[src/rtl/opseq_pkg.sv]
`timescale 1ns/1ps
package opseq_pkg;
    typedef enum logic [2:0] {
        SEL_START = 3'd0,
        SEL_COUNT = 3'd1,
        SEL_DELAY = 3'd2,
        SEL_KIND  = 3'd3,
        SEL_IEN   = 3'd4,
        SEL_ISTAT = 3'd5,
        SEL_FLAGS = 3'd6,
        SEL_ERR   = 3'd7
    } reg_sel_e;

    localparam int ST_EXP_BIT  = 1;
    localparam int ST_DONE_BIT = 4;
    localparam int ST_FAIL_BIT = 16;
    localparam int FL_FAULT_BIT = 0;
    localparam int FL_BUSY_BIT  = 2;
    localparam int ER_RESTART_BIT = 0;
    localparam int ER_LOCKED_BIT  = 1;

    localparam logic [31:0] IEN_MASK =
        (32'd1 << ST_EXP_BIT) | (32'd1 << ST_DONE_BIT) | (32'd1 << ST_FAIL_BIT);

    typedef enum logic {SQ_IDLE = 1'b0, SQ_RUN = 1'b1} seq_state_e;

    function automatic logic [31:0] sticky_next(
        input logic [31:0] cur,
        input logic        clr_en,
        input logic [31:0] clr_bits,
        input logic [31:0] set_bits);
        logic [31:0] kept;
        kept = clr_en ? (cur & ~clr_bits) : cur;
        return kept | set_bits;
    endfunction
endpackage

[src/rtl/opseq_stepper.sv]
`timescale 1ns/1ps
module opseq_stepper #(
    parameter int CNT_W = 8,
    parameter int DLY_W = 4
) (
    input  logic             clk,
    input  logic             rst,
    input  logic             go,
    input  logic [CNT_W-1:0] last_blk,
    input  logic [DLY_W-1:0] last_cyc,
    output logic             busy,
    output logic             finish
);
    import opseq_pkg::*;

    seq_state_e       state_q;
    logic [CNT_W-1:0] blk_q;
    logic [DLY_W-1:0] cyc_q;
    logic             blk_end;

    assign busy    = (state_q == SQ_RUN);
    assign blk_end = busy && (cyc_q == last_cyc);
    assign finish  = blk_end && (blk_q == last_blk);

    always_ff @(posedge clk) begin
        if (rst) begin
            state_q <= SQ_IDLE;
            blk_q   <= '0;
            cyc_q   <= '0;
        end else begin
            case (state_q)
                SQ_IDLE: begin
                    if (go) begin
                        state_q <= SQ_RUN;
                        blk_q   <= '0;
                        cyc_q   <= '0;
                    end
                end
                default: begin
                    if (finish) begin
                        state_q <= SQ_IDLE;
                    end else if (blk_end) begin
                        cyc_q <= '0;
                        blk_q <= blk_q + 1'b1;
                    end else begin
                        cyc_q <= cyc_q + 1'b1;
                    end
                end
            endcase
        end
    end

    assert_finish_ends_run_R2: assert property (@(posedge clk) disable iff (rst)
        finish |=> !busy);
    assert_run_ends_by_finish_R2: assert property (@(posedge clk) disable iff (rst)
        $fell(busy) |-> $past(finish));
endmodule

[src/rtl/opseq_irq.sv]
`timescale 1ns/1ps
module opseq_irq #(
    parameter int DATA_W = 32
) (
    input  logic [DATA_W-1:0] status,
    input  logic [DATA_W-1:0] enable,
    output logic              irq
);
    assign irq = |(status & enable);
endmodule

[src/rtl/opseq_regs.sv]
`timescale 1ns/1ps
module opseq_regs #(
    parameter int CNT_W  = 8,
    parameter int DLY_W  = 4,
    parameter int DATA_W = 32
) (
    input  logic              clk,
    input  logic              rst,
    input  logic              wr_en,
    input  logic [2:0]        wr_addr,
    input  logic [DATA_W-1:0] wr_data,
    input  logic [2:0]        rd_addr,
    output logic [DATA_W-1:0] rd_data,
    input  logic              busy,
    input  logic              finish,
    output logic              go,
    output logic [CNT_W-1:0]  last_blk,
    output logic [DLY_W-1:0]  last_cyc,
    output logic [DATA_W-1:0] istat,
    output logic [DATA_W-1:0] ien
);
    import opseq_pkg::*;

    logic [CNT_W-1:0]  cnt_q;
    logic [DLY_W-1:0]  dly_q;
    logic              kind_q;
    logic [DATA_W-1:0] ien_q;
    logic [DATA_W-1:0] istat_q;
    logic [DATA_W-1:0] err_q;

    logic start_cmd;
    logic cfg_wr;
    logic [DATA_W-1:0] err_set;
    logic [DATA_W-1:0] st_set;

    assign start_cmd = wr_en && (wr_addr == SEL_START) && (wr_data == 1);
    assign cfg_wr    = wr_en && ((wr_addr == SEL_COUNT) || (wr_addr == SEL_DELAY)
                                 || (wr_addr == SEL_KIND));
    assign go        = start_cmd && !busy;

    always_comb begin
        err_set = '0;
        err_set[ER_RESTART_BIT] = start_cmd && busy;
        err_set[ER_LOCKED_BIT]  = cfg_wr && busy;
        st_set = '0;
        st_set[ST_DONE_BIT] = finish;
        st_set[ST_EXP_BIT]  = finish && kind_q;
        st_set[ST_FAIL_BIT] = |err_set;
    end

    always_ff @(posedge clk) begin
        if (rst) begin
            cnt_q   <= '0;
            dly_q   <= '0;
            kind_q  <= 1'b0;
            ien_q   <= '0;
            istat_q <= '0;
            err_q   <= '0;
        end else begin
            if (cfg_wr && !busy) begin
                case (wr_addr)
                    SEL_COUNT: cnt_q  <= wr_data[CNT_W-1:0];
                    SEL_DELAY: dly_q  <= wr_data[DLY_W-1:0];
                    default:   kind_q <= wr_data[0];
                endcase
            end
            if (wr_en && (wr_addr == SEL_IEN)) begin
                ien_q <= wr_data & IEN_MASK;
            end
            istat_q <= sticky_next(istat_q, wr_en && (wr_addr == SEL_ISTAT), wr_data, st_set);
            err_q   <= sticky_next(err_q, wr_en && (wr_addr == SEL_ERR), wr_data, err_set);
        end
    end

    always_comb begin
        rd_data = '0;
        case (rd_addr)
            SEL_COUNT: rd_data[CNT_W-1:0] = cnt_q;
            SEL_DELAY: rd_data[DLY_W-1:0] = dly_q;
            SEL_KIND:  rd_data[0] = kind_q;
            SEL_IEN:   rd_data = ien_q;
            SEL_ISTAT: rd_data = istat_q;
            SEL_FLAGS: begin
                rd_data[FL_FAULT_BIT] = |err_q;
                rd_data[FL_BUSY_BIT]  = busy;
            end
            SEL_ERR:   rd_data = err_q;
            default:   rd_data = '0;
        endcase
    end

    assign last_blk = cnt_q;
    assign last_cyc = dly_q;
    assign istat    = istat_q;
    assign ien      = ien_q;

    assert_finish_posts_done_R3: assert property (@(posedge clk) disable iff (rst)
        finish |=> istat_q[ST_DONE_BIT]);
    assert_restart_flagged_R6: assert property (@(posedge clk) disable iff (rst)
        (start_cmd && busy) |=> (err_q[ER_RESTART_BIT] && istat_q[ST_FAIL_BIT]));
    assert_cfg_frozen_R7: assert property (@(posedge clk) disable iff (rst)
        busy |=> ($stable(cnt_q) && $stable(dly_q) && $stable(kind_q)));
    assert_status_sticky_R4: assert property (@(posedge clk) disable iff (rst)
        (istat_q[ST_DONE_BIT] && !(wr_en && (wr_addr == SEL_ISTAT))) |=> istat_q[ST_DONE_BIT]);
endmodule

[src/rtl/opseq_top.sv]
`timescale 1ns/1ps
module opseq_top #(
    parameter int CNT_W  = 8,
    parameter int DLY_W  = 4,
    parameter int DATA_W = 32
) (
    input  logic              clk,
    input  logic              rst,
    input  logic              wr_en,
    input  logic [2:0]        wr_addr,
    input  logic [DATA_W-1:0] wr_data,
    input  logic [2:0]        rd_addr,
    output logic [DATA_W-1:0] rd_data,
    output logic              irq
);
    logic             go;
    logic             busy;
    logic             finish;
    logic [CNT_W-1:0] last_blk;
    logic [DLY_W-1:0] last_cyc;
    logic [DATA_W-1:0] istat;
    logic [DATA_W-1:0] ien;

    opseq_regs #(.CNT_W(CNT_W), .DLY_W(DLY_W), .DATA_W(DATA_W)) u_regs (
        .clk(clk), .rst(rst), .wr_en(wr_en), .wr_addr(wr_addr), .wr_data(wr_data),
        .rd_addr(rd_addr), .rd_data(rd_data), .busy(busy), .finish(finish),
        .go(go), .last_blk(last_blk), .last_cyc(last_cyc), .istat(istat), .ien(ien));

    opseq_stepper #(.CNT_W(CNT_W), .DLY_W(DLY_W)) u_step (
        .clk(clk), .rst(rst), .go(go), .last_blk(last_blk), .last_cyc(last_cyc),
        .busy(busy), .finish(finish));

    opseq_irq #(.DATA_W(DATA_W)) u_irq (.status(istat), .enable(ien), .irq(irq));

    assert_irq_holds_R5: assert property (@(posedge clk) disable iff (rst)
        (irq && !(wr_en && ((wr_addr == 3'd4) || (wr_addr == 3'd5)))) |=> irq);
endmodule

[config.mk]
export PLATFORM = sky130hd
export DESIGN_NAME = opseq_top
export DESIGN_NICKNAME = d
export VERILOG_FILES = /design/src/rtl/opseq_pkg.sv /design/src/rtl/opseq_stepper.sv /design/src/rtl/opseq_irq.sv /design/src/rtl/opseq_regs.sv /design/src/rtl/opseq_top.sv
export SDC_FILE = /design/constraint.sdc
export NUM_CORES = 1
export LEC_CHECK = 0
export ABC_AREA = 1
export BUFFER_PORTS_ARGS = -buffer_cell sky130_fd_sc_hd__buf_2
export CAP_MARGIN = 20
export CORE_MARGIN = 5
export CORE_UTILIZATION = 40
export DETAILED_ROUTE_END_ITERATION = 16
export PLACE_DENSITY_LB_ADDON = 0.15
export SYNTH_ARGS = -nofsm -noshare
export SYNTH_HDL_FRONTEND = slang
export SYNTH_HIERARCHICAL = 1
export SYNTH_SLANG_ARGS = --single-unit
[constraint.sdc]
create_clock -name clk -period 1.6 [get_ports clk]
set_input_delay 0.24 -clock clk [delete_from_list [all_inputs] [get_ports clk]]
set_output_delay 0.24 -clock clk [all_outputs]
set_load 0.03 [all_outputs]
---- Word level (Yosys, flattened, before mapping) ----
Index checks and enable logic that the tools add are counted.
word-level totals
  output and inout bits ................... 33
  register bits after elaboration ......... 93
  input bits .............................. 41
cells by class
  reductions and logical operators ........ 27
  equality and inequality tests ........... 18
  bitwise logic cells ..................... 7
  add/subtract/negate cells ............... 2
  mux-type cells .......................... 19
operators by type and width
  kind                                                                     number
  24-bit case mux with 3 select lines                                      1
  32-bit AND                                                               2
  32-bit 2-to-1 mux                                                        2
  32-bit OR reduction                                                      2
  32-bit by 17-bit AND with 32-bit output                                  1
  32-bit by 1-bit equality test with 1-bit output (second input constant)  1
  8-bit 2-to-1 mux                                                         4
  32-bit NOT                                                               1
  32-bit by 17-bit bitwise OR with 32-bit output                           1
  32-bit by 2-bit bitwise OR with 32-bit output                            1
  3-bit equality test (second input constant)                              7
  4-bit 2-to-1 mux                                                         4
  4-bit case mux with 4 select lines                                       1
  1-bit logical AND                                                        13
  3-bit by 2-bit equality test with 1-bit output (second input constant)   4
  1-bit case mux with 5 select lines                                       2
  8-bit by 1-bit adder with 8-bit output (second input constant)           1
  8-bit equality test                                                      1
  2-bit AND reduction                                                      4
  3-bit by 1-bit equality test with 1-bit output (second input constant)   2
  1-bit case mux with 6 select lines                                       1
  4-bit by 1-bit adder with 4-bit output (second input constant)           1
  4-bit equality test                                                      1
  2-bit != test (second input constant)                                    2
  other kinds (9)                                                          13

---- Longest topological paths before layout ----
  depth after elaboration ................. 7
  gate-level depth with buffers ........... 11

---- Modules after synthesis ----
The synthesis kept the hierarchy.
modules (own cells, without submodules)
  module         times used  cells an instance  area each (um2)
  opseq_regs     1           518                3,935.0
  opseq_stepper  1           152                930.9
  opseq_irq      1           63                 236.5

---- Worst setup path after synthesis ----
OpenSTA, ideal clock, no wires.
  path type ............................... input-to-output
  start ................................... input port rd_addr[0]
  end ..................................... output port rd_data[19]
  path slack .............................. 62 ps
  stages on the path ...................... 3
  arrival time ............................ 1,298 ps
  buffers on the path ..................... 1
  required time ........................... 1,360 ps
  path through ............................ nand3_1 > clkbuf_1 > o21ai_0
between the ends
  longest elaborated chain between the ends .. 2
ends and longest elaborated chain
  what                                     line              RTL
  from (decl)                              opseq_top.sv:12   input logic [2:0] rd_addr,
  3-bit equality test                      opseq_regs.sv:77  case (rd_addr)
  24-bit case mux with 3 select lines (*)  opseq_regs.sv:77
  to (decl)                                opseq_top.sv:13   output logic [DATA_W-1:0] rd_data,
Mark *: on every way between the ends. The rest lies on a longest branch, timed or not.

---- Worst setup path in the final report ----
  start ................................... register u_regs.err_q[1]
  end ..................................... output port rd_data[0]
between the ends
  longest elaborated chain between the ends .. 2
ends and longest elaborated chain
  what                                line              RTL
  from (decl)                         opseq_regs.sv:29  logic [DATA_W-1:0] err_q;
  from (signal assigned)              opseq_regs.sv:71  err_q <= sticky_next(err_q, wr_en && (wr_addr == SEL_ERR), wr_data, err_set);
  32-bit OR reduction                 opseq_regs.sv:84  rd_data[FL_FAULT_BIT] = |err_q;
  1-bit case mux with 6 select lines  opseq_regs.sv:77
No other way between the ends.

==> flow_summary.json <==
{
  "grt_usage_pct": 19.5,
  "crit_path_end_kind": "output pin",
  "core_area_mm2": 0.0126,
  "critical_path_startpoint": "u_regs/err_q[1]",
  "ys_seq_elements": 93,
  "async_reset_ff_share_pct": 0,
  "area.growth.synth_to_final_pct": 20.8,
  "place.port_buffers": 73,
  "ys_warn_count": 6,
  "htree_levels": 3,
  "clock_pin_slew_reported_for_the_worst_setup_and_hold_paths_after_clock_tree_synthesis_ns": 0.06,
  "hold_path.startpoint": "wr_data[5]",
  "detail_route.wl_per_cell_um": 13.9,
  "worst_ep_arrival_time_ns": 1.50,
  "grt_setup_unrepaired": "true",
  "part_of_the_cycle_the_worst_path_needs_pct": 109,
  "yosysSeqAreaShare_pct": 36.5,
  "post_synth_num_cell_types": 38,
  "maximum_clock_skew_at_final_layout_ns": 0.00591,
  "total_neg_setup_slack_ns": -0.145,
  "syn-mean-instance-area_um2": 6.96,
  "switching_fraction_pct": 23.9,
  "maxCapViolCount": 0,
  "synth_ff_type": "sky130_fd_sc_hd__dfxtp_1",
  "start_kind": "flip-flop",
  "detailroute.via_count": 4721,
  "gp_routability_congestion": 0.858,
  "cts_buffers": 9,
  "leakagePower_nw": 3.01,
  "post-synth-top-area-cell": "sky130_fd_sc_hd__dfxtp_1",
  "cp_cell_sequence": "nor2_2, nand3_2, nor3_2, buf_4, nand4_1, nand2_1, nand2_2, buf_6",
  "hold_slack_ns": 0.198,
  "ir_drop_mv": 0.364,
  "number_of_flops_mapped_to_enable_cells_by_yosys": 0,
  "clkPwrFrac_pct": 42.5,
  "tritoncts_clock_tree": "yes",
  "yosys.cell_count.top_type": "sky130_fd_sc_hd__nand2_1",
  "min_period_ns": 1.74,
  "start_util_pct": 40.6,
  "final_area_mm2": 0.00616,
  "violations": "negative setup slack",
  "layoutNonFillerInstCount": 1007,
  "timing.rr.start": "u_step/cyc_q[2]",
  "final_net_count": 873,
  "global_route_wire_length_before_repair_mm": 22.9,
  "worst_ep_required_time_ns": 1.36,
  "netSwitchingPower_mw": 1.13,
  "worstPathBufferInverterCount": 2,
  "mappedNetlistArea_mm2": 0.00510,
  "clock_sink_count": 93,
  "min_path_type": "in2reg",
  "antenna_found_initial": 0,
  "fp.dieH_um": 123,
  "dieArea_mm2": 0.0151,
  "route.detailed.vias_per_inst": 4.69,
  "setup_viol_count_final": 1,
  "proportion_of_layout_cells_with_a_drive_suffix_above_1_pct": 24.7,
  "power.internal_mw": 3.60,
  "slew_viol_final": 0,
  "crit_path_max_incr_delay_ns": 0.32,
  "grt_max_degree": 45,
  "final.setup.worst_slack_ns": -0.145,
  "max_fclk_mhz": 573,
  "drc_errors_left": 0,
  "crit_type": "reg2out",
  "postRouteWirelength_mm": 14.0,
  "placed_area_mm2": 0.00576,
  "worst_path_max_delay_cell": "sky130_fd_sc_hd__dfxtp_2",
  "clock_path_buffers": 2,
  "status": "complete, but fails checks",
  "placementRows": 41,
  "detailed_placement_wirelength_estimate_mm": 10.5,
  "critPathTopFamily": "simple AND/OR/NAND/NOR gates",
  "globalRoute.totalOverflow": 0,
  "report.final.hold_viol_count": 0,
  "first_global_vias": 4741,
  "drt_first_iter_violations": 240,
  "clock_insertion_delay_worst_skew_ns": 0.34,
  "power-per-cell-area_mw_per_mm2": 768,
  "dp_cells": 990,
  "drtPass1Iterations": 4,
  "antenna_left": 0,
  "share_comb_of_total_power_pct": 8.0,
  "worst-path-max-fanout": 2,
  "io_pins": 74,
  "cts_hold_repair.buffers": 0,
  "die-width_um": 123,
  "synth_top_cell_area_share_pct": 36.5,
  "power.sequential.fraction_pct": 49.4,
  "post_synthesis_cell_count": 733,
  "cts.root.buffer_cell": "sky130_fd_sc_hd__clkbuf_16",
  "synth.cells.most_frequent": "151 x sky130_fd_sc_hd__nand2_1, 127 x sky130_fd_sc_hd__inv_1, 93 x sky130_fd_sc_hd__dfxtp_1",
  "yosys-top-cells-area": "sky130_fd_sc_hd__dfxtp_1 36%, sky130_fd_sc_hd__nand2_1 11%, sky130_fd_sc_hd__inv_1 9.3%",
  "post-place-ws_ns": -0.209,
  "diodes": 0
}
## cells by family (layout without fill, tap and decap cells)
| logic type | count (synthesis) | in the layout | share of synthesized area [%] |
|---|---|---|---|
| adder cells (fa/ha/maj) | 2 | 2 | 0.490 |
| AND/OR/NAND/NOR | 294 | 294 | 24.2 |
| other | 1 | 29 | 0.0735 |
| XOR/XNOR | 9 | 9 | 1.54 |
| flip-flops | 93 | 93 | 36.5 |
| buffers and inverters | 182 | 256 | 16.9 |
| AO/OA/AOI/OAI | 152 | 152 | 20.3 |
## power groups by stage
| stage | combinational (mW) | clock (mW) | sequential [mW] |
|---|---|---|---|
| global placement | 0.371 | 0 | 2.39 |
| finish | 0.380 | 2.01 | 2.34 |
| floorplan | 0.251 | 0 | 2.39 |
| detailed placement | 0.372 | 0 | 2.39 |
| CTS | 0.378 | 2.08 | 2.34 |
| global route | 0.421 | 2.17 | 2.34 |
## worst min-delay path: stages
cell	delay [ns]
sky130_fd_sc_hd__buf_2	0.09
sky130_fd_sc_hd__inv_1	0.06
sky130_fd_sc_hd__a21oi_1	0.11
## cell type report
class	count	area, µm²
inverter	131	494
clock buffer	15	268
fill	1295	6410
multi-input combinational	486	2560
sequential	93	1880
timing repair buffer	109	738
clock inverter	1	5.00
tap	172	215
## metrics by stage
stage	util, %	total power, mW
CTS	48.4	4.79
finish	49.0	4.73
floorplan	-	2.64
detailed placement	45.8	2.76
global route	49.0	4.93
global placement	45.8	2.76
## metal layers
| metal | track usage [%] | share of wire [%] | vias to the layer above |
|---|---|---|---|
| met5 | 0 | 0 | - |
| li1 | - | - | 2459 |
| met3 | 3.34 | 4.3 | 18 |
| met2 | 32.4 | 46 | 104 |
| met1 | 25.3 | 48 | 2140 |
| met4 | 7.70 | 2.0 | 0 |
## placed cells by master (no fill, tap or decap), drive strengths merged, types with 4 or more instances in the layout
| cell type | count |
|---|---|
| nand2 | 154 |
| inv | 130 |
| buf | 109 |
| dfxtp | 93 |
| nor2 | 92 |
| o21ai | 75 |
| o211ai | 34 |
| a21oi | 33 |
| conb | 29 |
| nand3 | 29 |
| clkbuf | 15 |
| nand4 | 13 |
| xor2 | 7 |
| a22oi | 5 |
| nor3 | 4 |
## worst paths after layout
path,end,slack [ns],cells past startpoint
max,rd_data[0],-0.14,8
min,u_regs/last_blk[5],0.20,3
max reg2reg,u_step/cyc_q[2],0.15,7
min reg2reg,u_regs/err_q[30],0.45,2
## what timing repair did
item / CTS / global route
pin swaps: 2 / 10
resized for setup: 13 / 35
setup endpoints to repair: 4 / 18
buffers inserted: 0 / 1
## sequential cells by signal, indices dropped and copies added (netlist names)
name and count:
u_regs/err_q 32, u_regs/istat 32, u_regs/last_blk 8, u_step/blk_q 8, u_regs/last_cyc 4, u_step/cyc_q 4, u_regs/ien 3, u_regs/kind_q 1
u_step/busy 1
Power figures use the tool's default switching activity.
